==> config.mk <==
export PLATFORM = sky130hd
export DESIGN_NAME = bar_tree
export DESIGN_NICKNAME = d
export VERILOG_FILES = /design/src/rtl/bar_pkg.sv /design/src/rtl/bar_row.sv /design/src/rtl/bar_top_unit.sv /design/src/rtl/bar_tree.sv
export SDC_FILE = /design/constraint.sdc
export NUM_CORES = 1
export LEC_CHECK = 0
export ABC_AREA = 0
export CORE_MARGIN = 2
export CORE_UTILIZATION = 44
export CTS_CLUSTER_DIAMETER = 80
export DETAILED_ROUTE_END_ITERATION = 10
export DONT_BUFFER_PORTS = 1
export GPL_TIMING_DRIVEN = 0
export MAX_ROUTING_LAYER = met4
export PLACE_DENSITY = 0.57
export SYNTH_ARGS = -nofsm -noshare
export SYNTH_HDL_FRONTEND = slang
export SYNTH_HIERARCHICAL = 1
export SYNTH_SLANG_ARGS = --single-unit
==> constraint.sdc <==
create_clock -name clk -period 1.4 [get_ports clk]
set_input_delay 0.42 -clock clk [delete_from_list [all_inputs] [get_ports clk]]
set_output_delay 0.42 -clock clk [all_outputs]
set_load 0.01 [all_outputs]
==> src/rtl/bar_pkg.sv <==
package bar_pkg;

    // State of one row gathering unit
    typedef enum logic [1:0] {
        ROW_GATHER  = 2'd0,  // collecting arrivals of the row
        ROW_WAIT    = 2'd1,  // vertical request up, waiting for acknowledge
        ROW_RELEASE = 2'd2,  // releases driven, waiting for core acknowledges
        ROW_DONE    = 2'd3   // vertical request down, waiting for acknowledge to drop
    } row_state_e;

    // State of the combining unit
    typedef enum logic {
        TOP_GATHER  = 1'b0,
        TOP_RELEASE = 1'b1
    } top_state_e;

    // Flags of one row as seen on the vertical line
    typedef struct packed {
        logic full;     // every core of the row recorded
        logic up_req;   // completion request towards the combining unit
    } row_flags_t;

    function automatic logic row_req_of(input row_state_e s);
        return (s == ROW_WAIT) || (s == ROW_RELEASE);
    endfunction

endpackage

==> src/rtl/bar_row.sv <==
module bar_row
    import bar_pkg::*;
#(
    parameter int COLS = 4
) (
    input  logic            clk,
    input  logic            rst,
    input  logic [COLS-1:0] arv_i,
    input  logic            go_i,
    output logic            done_o,
    output logic [COLS-1:0] rel_o
);

    row_state_e      st_q, st_d;
    logic [COLS-1:0] got_q;
    logic [COLS-1:0] rel_q;
    row_flags_t      flg;

    assign flg.full   = &got_q;
    assign flg.up_req = row_req_of(st_q);

    always_comb begin
        st_d = st_q;
        unique case (st_q)
            ROW_GATHER:  if (flg.full) st_d = ROW_WAIT;
            ROW_WAIT:    if (go_i) st_d = ROW_RELEASE;
            ROW_RELEASE: if (~|rel_q) st_d = ROW_DONE;
            ROW_DONE:    if (!go_i) st_d = ROW_GATHER;
            default:     st_d = ROW_GATHER;
        endcase
    end

    always_ff @(posedge clk) begin
        if (rst) begin
            st_q  <= ROW_GATHER;
            got_q <= '0;
            rel_q <= '0;
        end else begin
            st_q <= st_d;
            if (st_q == ROW_GATHER)
                got_q <= got_q | arv_i;
            else if (st_q == ROW_WAIT && go_i)
                got_q <= '0;
            if (st_q == ROW_WAIT && go_i)
                rel_q <= '1;
            else
                rel_q <= rel_q & arv_i;
        end
    end

    assign done_o = flg.up_req;
    assign rel_o  = rel_q;


    row_full_before_up_chk: assert property (@(posedge clk) disable iff (rst)
        (done_o && !$past(done_o)) |-> $past(&got_q));

    for (genvar c = 0; c < COLS; c++) begin : g_core_chk

        rel_needs_arrival_chk: assert property (@(posedge clk) disable iff (rst)
            (rel_o[c] && !$past(rel_o[c])) |-> ($past(got_q[c]) && $past(go_i)));

        rel_drop_after_ack_chk: assert property (@(posedge clk) disable iff (rst)
            (!rel_o[c] && $past(rel_o[c])) |-> !$past(arv_i[c]));
    end

endmodule

==> src/rtl/bar_top_unit.sv <==
module bar_top_unit
    import bar_pkg::*;
#(
    parameter int ROWS = 4
) (
    input  logic            clk,
    input  logic            rst,
    input  logic [ROWS-1:0] up_i,
    output logic            go_o
);

    top_state_e st_q, st_d;

    always_comb begin
        st_d = st_q;
        unique case (st_q)
            TOP_GATHER:  if (&up_i) st_d = TOP_RELEASE;
            TOP_RELEASE: if (~|up_i) st_d = TOP_GATHER;
            default:     st_d = TOP_GATHER;
        endcase
    end

    always_ff @(posedge clk) begin
        if (rst) st_q <= TOP_GATHER;
        else     st_q <= st_d;
    end

    assign go_o = (st_q == TOP_RELEASE);


    go_after_all_rows_chk: assert property (@(posedge clk) disable iff (rst)
        (go_o && !$past(go_o)) |-> $past(&up_i));

    go_idle_after_rows_chk: assert property (@(posedge clk) disable iff (rst)
        (!go_o && $past(go_o)) |-> $past(~|up_i));

endmodule

==> src/rtl/bar_tree.sv <==
module bar_tree
    import bar_pkg::*;
#(
    parameter int ROWS = 4,
    parameter int COLS = 4,
    localparam int NCORE = ROWS * COLS
) (
    input  logic             clk,
    input  logic             rst,
    input  logic [NCORE-1:0] arrive_i,
    output logic [NCORE-1:0] release_o
);

    logic [ROWS-1:0] row_up;
    logic            go;

    for (genvar r = 0; r < ROWS; r++) begin : g_row
        bar_row #(.COLS(COLS)) row_i (
            .clk    (clk),
            .rst    (rst),
            .arv_i  (arrive_i[r*COLS +: COLS]),
            .go_i   (go),
            .done_o (row_up[r]),
            .rel_o  (release_o[r*COLS +: COLS])
        );
    end

    bar_top_unit #(.ROWS(ROWS)) top_i (
        .clk  (clk),
        .rst  (rst),
        .up_i (row_up),
        .go_o (go)
    );


    all_release_together_chk: assert property (@(posedge clk) disable iff (rst)
        (|(release_o & ~$past(release_o))) |-> (&release_o));

endmodule

==> results of run 1 <==
## registers in the layout (all words and copies together), names as in the netlist
| signal | cells |
|---|---|
| g_row.row_i/got_q | 16 |
| g_row.row_i/rel_o | 16 |
| g_row.row_i/st_q | 8 |
| top_i/go_o | 1 |
## power groups by stage
| stage | combinational [mW] | sequential [mW] | clock (mW) |
|---|---|---|---|
| global placement | 0.379 | 1.32 | 0 |
| detailed placement | 0.396 | 1.33 | 0 |
| CTS | 0.452 | 1.30 | 0.750 |
| finish | 0.459 | 1.31 | 0.727 |
| floorplan | 0.334 | 1.31 | 0 |
| global route | 0.510 | 1.32 | 0.795 |
## repair_timing
action | in CTS | in global routing
cloned | 0 | 0
setup endpoints to repair | 18 | 21
setup buffers | 1 | 0
resized for setup | 15 | 8
pin swaps | 3 | 2
## logic make-up after synthesis
family / after synthesis / synth area share, %
DFF: 41 / 45.9
buffers and inverters: 16 / 3.36
adders and majority gates: 16 / 11.2
muxes: 8 / 4.76
and+or+nand+nor: 61 / 16.6
AOI/OAI and AO/OA: 42 / 18.3
## cell type report
type                    count  area (um^2)
fillers                   342         1930
multi-input cells         127          963
flip-flops and latches     41          840
clock buffers               6         72.6
well taps                  50         62.6
inverters                  12         45.0
plain buffers               4         15.0
clock inverters             2         10.0
repair buffers              1         7.51
## final timing paths
path                                       startpoint                                   to  slack, ps
setup / recovery   g_row[2].row_i/rel_o[2]$_SDFF_PP0_  g_row[2].row_i/st_q[0]$_SDFFE_PP0P_       -100
hold / removal                                    rst                top_i/go_o$_SDFF_PP0_        190
setup reg to reg   g_row[2].row_i/rel_o[2]$_SDFF_PP0_  g_row[2].row_i/st_q[0]$_SDFFE_PP0P_       -100
hold reg to reg   g_row[2].row_i/st_q[1]$_SDFFE_PP0P_  g_row[2].row_i/st_q[1]$_SDFFE_PP0P_        480
## synth_stat cells
| library cell | number |
|---|---|
| a21oi_1 | 17 |
| a221oi_2 | 4 |
| a22oi_1 | 16 |
| clkbuf_1 | 4 |
| dfxtp_1 | 41 |
| ha_1 | 16 |
| inv_1 | 12 |
| mux2_1 | 4 |
| mux2i_1 | 4 |
| nand2_1 | 28 |
| nand3b_1 | 4 |
| nand4_1 | 5 |
| nor2_1 | 16 |
| o221a_1 | 4 |
| o41ai_2 | 1 |
| or2_2 | 4 |
| or4_4 | 4 |
## through the flow
| stage | cells | util, % | hold WS, ps | worst slack [ps] | setup TNS [ps] |
|---|---|---|---|---|---|
| CTS | 243 | 51.0 | 181 | -96.1 | -609 |
| finish | 243 | 51.1 | 192 | -101 | -609 |
| global placement | 234 | 47.1 | 480 | -185 | -1410 |
| floorplan | 184 | - | 465 | -7.59 | -35.1 |
| global route | 243 | 51.1 | 179 | -174 | -1070 |
| detailed placement | 234 | 47.1 | 490 | -198 | -1510 |
## critical path, delay by kind of cell, from the launching register on
| kind | cells | cell delay, ps |
|---|---|---|
| AO/OA/AOI/OAI | 2 | 550 |
| flip-flops | 1 | 350 |
| AND/OR/NAND/NOR | 1 | 550 |
## layer usage
layer | vias up | GRT usage, % | share of wire, %
li1 | 670 | - | -
met1 | 640 | 18.9 | 42
met2 | 20 | 29.2 | 53
met3 | 4 | 5.00 | 4.3
met4 | 0 | 6.75 | 1.3
met5 | - | - | 0
==> metrics.md, run 1 <==
| Metric | Value |
|---|---|
| Hold depth | 1 |
| Area Growth Syn to Fin | 12.7% |
| Die W | 67.8 um |
| Mapped Cells | 184 |
| Worst EP arrival | 1720 ps |
| Sw frac | 26.7% |
| Reg clk slew, reported paths | 80 ps |
| Sequential share of power | ~52% |
| Die ar. | ~4600 um^2 |
| Startpoint type of the worst setup path | flip-flop |
| Initial antenna violation count | 0 |
| Hold buffer count at CTS | 0 |
| Core area | between 3000 and 4000 um^2 |
| Boundary Pins | 34 |
| Unrepaired setup endpoints after global routing | yes |
| GR Overflow Total | 0 |
| CP max FO | 3 |
| Post-synth top area cell | dfxtp_1 |
| Worst-skew pair later-pin latency | 280 ps |
| Routed Antenna Nets | 0 |
| Commonest non-fill, non-tap cell in the layout | nand2_1 |
| Hold crit path type | in -> reg |
| CTS buffer count | 5 |
| DRT iter0 DRCs | 60 |
| Sequential area share after synthesis | 45.9% |
| Die Y-Extent | 67.8 um |
| Routed WL per cell | 14.4 um |
| Distinct cells, synth | 17 |
| Top-area cell type share of the netlist area | 45.9% |
| DRT Wirelength | 3490 um |
| Required time worst endpoint | 1620 ps |
| Via count | 1,334 |
| # setup viols final | 8 |
| H-tree depth | 2 |
| Switch Pwr | 0.665 mW |
| Lkg Pwr | 0.750 nW |
| Clk sinks | 41 |
| Synth Area per Inst | 9.72 um^2 |
| Initial Util | 45.4% |
| Nets | roughly 230 |
| Detailed placement HPWL | 2640 um |
| Failing checks | negative setup slack |
| Crit path largest cell delay | between 500 and 600 ps |
| Tmin final | 1500 ps |
| Peak VDD IR | 594 uV |
| TritonCTS clock tree | yes |
| Tcrit/Tclk final | 107% |
| Pwr Density | 1240 nW/um^2 |
| Vias/cell | between 5 and 6 |
| Register bit total from synthesis | 41 |
| Actual slew at the worst max-slew pin | 368 ps |
| Internal | roughly 1.8 mW |
| Worst Setup Slack, final | -101 ps |
| Gpl congestion | 0.823 |
| Antenna cell count | 0 |
| Max-slew headroom | 75.5% |
| Initial DRT Pass Iterations | 4 |
| Top cells by area, synth | dfxtp_1 46%, ha_1 11%, a22oi_1 6.7%, nand2_1 5.9%, a21oi_1 4.8% |
| Clock buffer depth | 2 |
| Root Buffer Master | clkbuf_8 |
| Largest net degree at the start of global routing | 14 |
| Worst-path cell with the longest stage delay | or4_4 |
| R2R depth | 3 |
| CP endpoint kind | flip-flop |
| Port bufs | 0 |
| Status | finished with violations |
| Synth Net Count | roughly 220 |
| GRT Overall Usage | 17.2% |
| Synth Warn # | 6 |
| F_max | ~670 MHz |
| Mapped cell area | 1790 um^2 |
| First-pass GRT wire length | a little under 6000 um |
| Layout cells sized above 1 | a little under a quarter |
| Clock Skews | slightly below 7 ps |
| Placed inst area | ~1900 um^2 |
| Worst-path cell chain | or4_4, a221oi_4, o221a_1 |
| Number of max-slew violations in the final report | 0 |
| Residual DRC count | 0 |
| Combinational Power Share | between 10% and 20% |
| Cell Rows | 23 |
| Vias in the first global route | 1,334 |
| CP Class | reg -> reg |
| Final Power | 2.49 mW |
| MaxCap Viol Count | 0 |
| Fin area | 2020 um^2 |
| Clk pwr share | 29.1% |
| Final Hold Viols | 0 |
| Commonest non-fill, non-tap cells in the layout | 28 x nand2_1, 26 x dfxtp_1, 17 x a21oi_1 |
No activity file was read; power rests on OpenSTA's default activity.
==> run 2, diff against run 1 <==
--- a/config.mk
+++ b/config.mk
@@ -6,14 +6,13 @@
 export NUM_CORES = 1
 export LEC_CHECK = 0
 export ABC_AREA = 0
-export CORE_MARGIN = 2
-export CORE_UTILIZATION = 44
+export CORE_UTILIZATION = 30
 export CTS_CLUSTER_DIAMETER = 80
 export DETAILED_ROUTE_END_ITERATION = 10
 export DONT_BUFFER_PORTS = 1
 export GPL_TIMING_DRIVEN = 0
 export MAX_ROUTING_LAYER = met4
-export PLACE_DENSITY = 0.57
+export PLACE_DENSITY = 0.41
 export SYNTH_ARGS = -nofsm -noshare
 export SYNTH_HDL_FRONTEND = slang
 export SYNTH_HIERARCHICAL = 1
==> metrics.md, run 2 (synthesized netlist as in run 1, its figures left out) <==
| Metric | Value |
|---|---|
| Area Growth Syn to Fin | 18.9% (was 12.7%) |
| Non-Filler Instances | 264 (was 243) |
| CTS buffer count | 5 (unchanged) |
| Hold crit path type | in -> reg (unchanged) |
| Initial Util | 31.7% (was 45.4%) |
| Port bufs | 0 (unchanged) |
| Lkg Pwr | 0.775 nW (was 0.750 nW) |
| Routed WL per cell | 14.2 um (was 14.4 um) |
| Max-slew headroom | 73.7% (was 75.5%) |
| Worst EP arrival | 1730 ps (was 1720 ps) |
| Status | finished with violations (unchanged) |
| Vias/cell | 5.03 (was 5.49) |
| R2R depth | 3 (unchanged) |
| MaxCap Viol Count | 0 (unchanged) |
| Nets | 225 (was 226) |
| CP Class | reg -> reg (unchanged) |
| # setup viols final | 8 (unchanged) |
| Actual slew at the worst max-slew pin | 394 ps (was 368 ps) |
| Hold Path Sink | top_i/go_o$_SDFF_PP0_ (unchanged) |
| Startpoint type of the worst setup path | flip-flop (unchanged) |
| Cell Rows | 27 (was 23) |
| GR Overflow Total | 0 (unchanged) |
| CP endpoint kind | flip-flop (unchanged) |
| Peak VDD IR | 479 uV (was 594 uV) |
| First-pass GRT wire length | 6180 um (was 5760 um) |
| Commonest non-fill, non-tap cell in the layout | nand2_1 (unchanged) |
| Worst-skew pair later-pin latency | 290 ps (was 280 ps) |
| Initial antenna violation count | 0 (unchanged) |
| Hold depth | 1 (unchanged) |
| Reg-to-reg startpoint | g_row[2].row_i/rel_o[2]$_SDFF_PP0_ (unchanged) |
| Die Y-Extent | 79.2 um (was 67.8 um) |
| Clock buffer depth | 2 (unchanged) |
| Reg clk slew, reported paths | 80 ps (about the same) |
| Finished Core Util | 37.7% (was 51.1%) |
| Placed inst area | 1880 um^2 (was 1860 um^2) |
| Via count | 1,327 (was 1,334) |
| Die ar. | 6280 um^2 (was 4590 um^2) |
| Unrepaired setup endpoints after global routing | yes (unchanged) |
| CP max FO | 3 (unchanged) |
| GRT Overall Usage | 12.9% (was 17.2%) |
| H-tree depth | 2 (unchanged) |
| Antenna cell count | 0 (unchanged) |
| DRT iter0 DRCs | 70 (was 60) |
| Root Buffer Master | clkbuf_8 (unchanged) |
| Pwr Density | 1380 nW/um^2 (was 1240 nW/um^2) |
| RR Endpoint | g_row[2].row_i/st_q[0]$_SDFFE_PP0P_ (unchanged) |
| DRT Wirelength | 3750 um (was 3490 um) |
| Hold_ws | 189 ps (was 192 ps) |
| Worst Setup Slack, final | -104 ps (was -101 ps) |
| Commonest non-fill, non-tap cells in the layout | 28 x nand2_1, 24 x dfxtp_1, 17 x a21oi_1, 17 x dfxtp_2, 16 x nor2_1 (was 28 x nand2_1, 26 x dfxtp_1, 17 x a21oi_1) |
| Gpl congestion | 0.710 (was 0.823) |
| F_max | 665 MHz (was 666 MHz) |
| Required time worst endpoint | 1630 ps (was 1620 ps) |
| Die W | 79.2 um (was 67.8 um) |
| Residual DRC count | 0 (unchanged) |
| Routed Antenna Nets | 0 (unchanged) |
| Final Power | 2.94 mW (was 2.49 mW) |
| Tcrit/Tclk final | 107% (about the same) |
| Tmin final | 1500 ps (about the same) |
| Clk sinks | 41 (unchanged) |
| Core area | 5640 um^2 (was 3940 um^2) |
| Boundary Pins | 34 (unchanged) |
| Layout cells sized above 1 | 25.5% (was 22.8%) |
| Fillcell total | 547 (was 342) |
| Postcts setup bufs | 0 (was 1) |
| Fin area | 2130 um^2 (was 2020 um^2) |
| Number of max-slew violations in the final report | 0 (unchanged) |
| Detailed placement HPWL | 2810 um (was 2640 um) |
| TritonCTS clock tree | yes (unchanged) |
| Worst Hold Launch | rst (unchanged) |
| Final Hold Viols | 0 (unchanged) |
| Initial DRT Pass Iterations | 4 (unchanged) |
| Failing checks | negative setup slack (unchanged) |
| Vias in the first global route | 1,352 (was 1,334) |
| Largest net degree at the start of global routing | 15 (was 14) |
| Worst reg-to-reg setup slack | -100 ps (about the same) |
| Clock Skews | 5.72 ps (was 6.80 ps) |
| Placed insts | 256 (was 234) |
## run 2: worst max-delay path by stage
stage	start	to	depth (start not counted)
floorplan	g_row[0].row_i/rel_o[2]$_SDFF_PP0_	g_row[0].row_i/st_q[0]$_SDFFE_PP0P_	3
global placement	top_i/go_o$_SDFF_PP0_	g_row[2].row_i/st_q[1]$_SDFFE_PP0P_	3
detailed placement	top_i/go_o$_SDFF_PP0_	g_row[2].row_i/st_q[0]$_SDFFE_PP0P_	3
CTS	g_row[2].row_i/rel_o[2]$_SDFF_PP0_	g_row[2].row_i/st_q[1]$_SDFFE_PP0P_	3
global route	g_row[3].row_i/rel_o[2]$_SDFF_PP0_	g_row[3].row_i/st_q[1]$_SDFFE_PP0P_	3
finish	g_row[2].row_i/rel_o[2]$_SDFF_PP0_	g_row[2].row_i/st_q[0]$_SDFFE_PP0P_	3
## run 2: power breakdown
group	switching, mW	internal, mW	total (mW)
clock network	0.420	0.718	1.14
logic	0.239	0.253	0.491
registers	0.0607	1.25	1.31
total	0.719	2.22	2.94
## run 2: layout make-up
type                            count  area (um^2)  area share [%]
Sequential cell                    41          842            39.6
Buffer                              4         15.0           0.706
Multi-Input combinational cell    127          997            46.9
Inverter                           12         45.0            2.12
Clock buffer                        5         68.8            3.24
Clock inverter                      3         68.8            3.24
Tap cell                           72         90.1            4.24
## run 2: per-stage QoR
stage | worst slack (ps) | setup TNS, ps
2_1_floorplan | -7.59 | -35.1
3_3_place_gp | -200 | -1510
3_5_place_dp | -258 | -1840
4_1_cts | -102 | -717
5_1_grt | -154 | -1100
6_report | -104 | -681
## run 2: critical path, cell delays in order, from the launching register on
cell	delay [ps]
dfxtp_2	350
or4_4	540
a221oi_4	320
o221a_1	230
## run 2: timing repair
item / in CTS / in global routing
setup endpoints to repair: 14 / 22
hold buffers: 0 / 0
resized for setup: 17 / 13
pin swaps: 3 / 1
## run 2: routing by layer
metal,track usage [%],wire length [um],vias up
met5,-,0,-
met4,3.82,15,0
met3,4.14,159,2
met2,21.2,1880,19
met1,15.0,1690,635
li1,-,-,671
==> run 3, diff against run 2 <==
--- a/config.mk
+++ b/config.mk
@@ -12,7 +12,6 @@
 export DONT_BUFFER_PORTS = 1
 export GPL_TIMING_DRIVEN = 0
 export MAX_ROUTING_LAYER = met4
-export PLACE_DENSITY = 0.41
 export SYNTH_ARGS = -nofsm -noshare
 export SYNTH_HDL_FRONTEND = slang
 export SYNTH_HIERARCHICAL = 1
==> metrics.md, run 3 (synthesized netlist as in run 1, its figures left out) <==
| Metric | Value |
|---|---|
| Required time worst endpoint | 1610 ps (was 1630 ps) |
| Via count | 1,323 (was 1,327) |
| H-tree depth | 2 (unchanged) |
| DRT iter0 DRCs | 36 (was 70) |
| F_max | 667 MHz (was 665 MHz) |
| Status | finished with violations (unchanged) |
| Fillcell total | 556 (was 547) |
| Actual slew at the worst max-slew pin | 415 ps (was 394 ps) |
| CTS buffer count | 5 (unchanged) |
| Boundary Pins | 34 (unchanged) |
| Core area | 5640 um^2 (unchanged) |
| GR Overflow Total | 0 (unchanged) |
| Peak VDD IR | 343 uV (was 479 uV) |
| Unrepaired setup endpoints after global routing | yes (unchanged) |
| Final Hold Viols | 0 (unchanged) |
| M3 GR Usage | 3.79% (was 4.14%) |
| Port bufs | 0 (unchanged) |
| Fin area | 2060 um^2 (was 2130 um^2) |
| Gpl congestion | 0.714 (was 0.710) |
| Finished Core Util | 36.6% (was 37.7%) |
| Commonest non-fill, non-tap cell in the layout | nand2_1 (unchanged) |
| Area Growth Syn to Fin | 15.4% (was 18.9%) |
| Die W | 79.2 um (unchanged) |
| Tmin final | 1500 ps (about the same) |
| Cell Rows | 27 (unchanged) |
| Failing checks | negative setup slack (unchanged) |
| CP max FO | 3 (unchanged) |
| Nets | 225 (unchanged) |
| Detailed placement HPWL | 2550 um (was 2810 um) |
| Reg clk slew, reported paths | 70 ps (was 80 ps) |
| Clock Skews | 5.30 ps (was 5.72 ps) |
| GR Util met2 | 21.3% (was 21.2%) |
| Startpoint type of the worst setup path | flip-flop (unchanged) |
| Vias/cell | 5.01 (was 5.03) |
| Pwr Density | 1270 nW/um^2 (was 1380 nW/um^2) |
| # setup viols final | 8 (unchanged) |
| Root Buffer Master | clkbuf_8 (unchanged) |
| Die ar. | 6280 um^2 (unchanged) |
| CP Class | reg -> reg (unchanged) |
| Residual DRC count | 0 (unchanged) |
| DRT Wirelength | 3520 um (was 3750 um) |
| Vias in the first global route | 1,323 (was 1,352) |
| Tcrit/Tclk final | 107% (about the same) |
| Gr busiest metal | met2 (unchanged) |
| Worst reg-to-reg setup slack | -100 ps (about the same) |
| Crit path largest cell delay | 550 ps (was 540 ps) |
| Initial antenna violation count | 0 (unchanged) |
| Largest net degree at the start of global routing | 14 (was 15) |
| Postcts setup bufs | 0 (unchanged) |
| Non-Filler Instances | 264 (unchanged) |
| Worst-path cell with the longest stage delay | or4_4 (unchanged) |
| Die Y-Extent | 79.2 um (unchanged) |
| First-pass GRT wire length | 5790 um (was 6180 um) |
| Placed inst area | 1880 um^2 (unchanged) |
| Routed WL per cell | 13.3 um (was 14.2 um) |
| Placed insts | 256 (unchanged) |
| Clock buffer depth | 2 (unchanged) |
| Pre-CTS setup slack | -203 ps (was -258 ps) |
| TritonCTS clock tree | yes (unchanged) |
| Initial Util | 31.7% (unchanged) |
| Clk sinks | 41 (unchanged) |
| GR Util met1 | 12.9% (was 15.0%) |
| Worst Setup Slack, final | -99.4 ps (was -104 ps) |
| Initial DRT Pass Iterations | 4 (unchanged) |
| GRT Overall Usage | 12.2% (was 12.9%) |
| Commonest non-fill, non-tap cells in the layout | 28 x nand2_1, 24 x dfxtp_1, 17 x a21oi_1, 17 x dfxtp_2, 16 x nor2_1 (unchanged) |
| Worst EP arrival | 1710 ps (was 1730 ps) |
| Max-slew headroom | 72.4% (was 73.7%) |
| CP endpoint kind | flip-flop (unchanged) |
| Hold crit path type | in -> reg (unchanged) |
| Routed Antenna Nets | 0 (unchanged) |
| Layout cells sized above 1 | 25.0% (was 25.5%) |
| Lkg Pwr | 0.753 nW (was 0.775 nW) |
| Worst-path cell chain | or4_4, a221oi_4, mux2i_1 (was or4_4, a221oi_4, o221a_1) |
| Worst-skew pair later-pin latency | 290 ps (about the same) |
| Number of max-slew violations in the final report | 0 (unchanged) |
| MaxCap Viol Count | 0 (unchanged) |
| Antenna cell count | 0 (unchanged) |
[run 3: final cells by class]
class / count / area, um^2 / share of cell area (%)
Multi-Input combinational cell: 127 / 971 / 47.0
Sequential cell: 41 / 842 / 40.8
Clock buffer: 7 / 96.3 / 4.67
Tap cell: 72 / 90.1 / 4.36
Inverter: 12 / 45.0 / 2.18
Buffer: 4 / 15.0 / 0.727
Clock inverter: 1 / 5.00 / 0.242
[run 3: critical path, delay by kind of cell (launching register included)]
kind            cells  cell delay (ps)
simple gates        1              550
mux                 1              200
flops               1              350
compound gates      1              330
[run 3: final timing paths]
check / startpoint / to / depth (start not counted)
setup / recovery: g_row[2].row_i/rel_o[2]$_SDFF_PP0_ / g_row[2].row_i/st_q[1]$_SDFFE_PP0P_ / 3
hold / removal: rst / top_i/go_o$_SDFF_PP0_ / 1
setup reg to reg: g_row[2].row_i/rel_o[2]$_SDFF_PP0_ / g_row[2].row_i/st_q[1]$_SDFFE_PP0P_ / 3
hold reg to reg: g_row[3].row_i/st_q[1]$_SDFFE_PP0P_ / g_row[3].row_i/st_q[1]$_SDFFE_PP0P_ / 2
[run 3: routing by layer]
metal	wire length (um)	share of wire, %
met1	1590	45
met4	19	0.54
met2	1770	50
met3	149	4.2
met5	0	0
[run 3: repair_timing]
| action | CTS | global route |
|---|---|---|
| hold buffers | 0 | 0 |
| endpoints found under the setup margin | 15 | 24 |
| gates resized for setup | 14 | 13 |
| endpoints found under the hold margin | 0 | 0 |
| pin swaps | 2 | 1 |
[run 3: where the power goes]
group	switching [mW]	internal [mW]
Combinational	0.226	0.236
Clock	0.405	0.446
Sequential	0.0567	1.25
[run 3: per-stage QoR]
step,power (mW),hold slack [ps],TNS (ps)
floorplan,1.65,465,-35.1
global placement,1.71,484,-1400
detailed placement,1.73,486,-1500
CTS,2.63,175,-713
global route,2.78,176,-1080
finish,2.62,187,-676
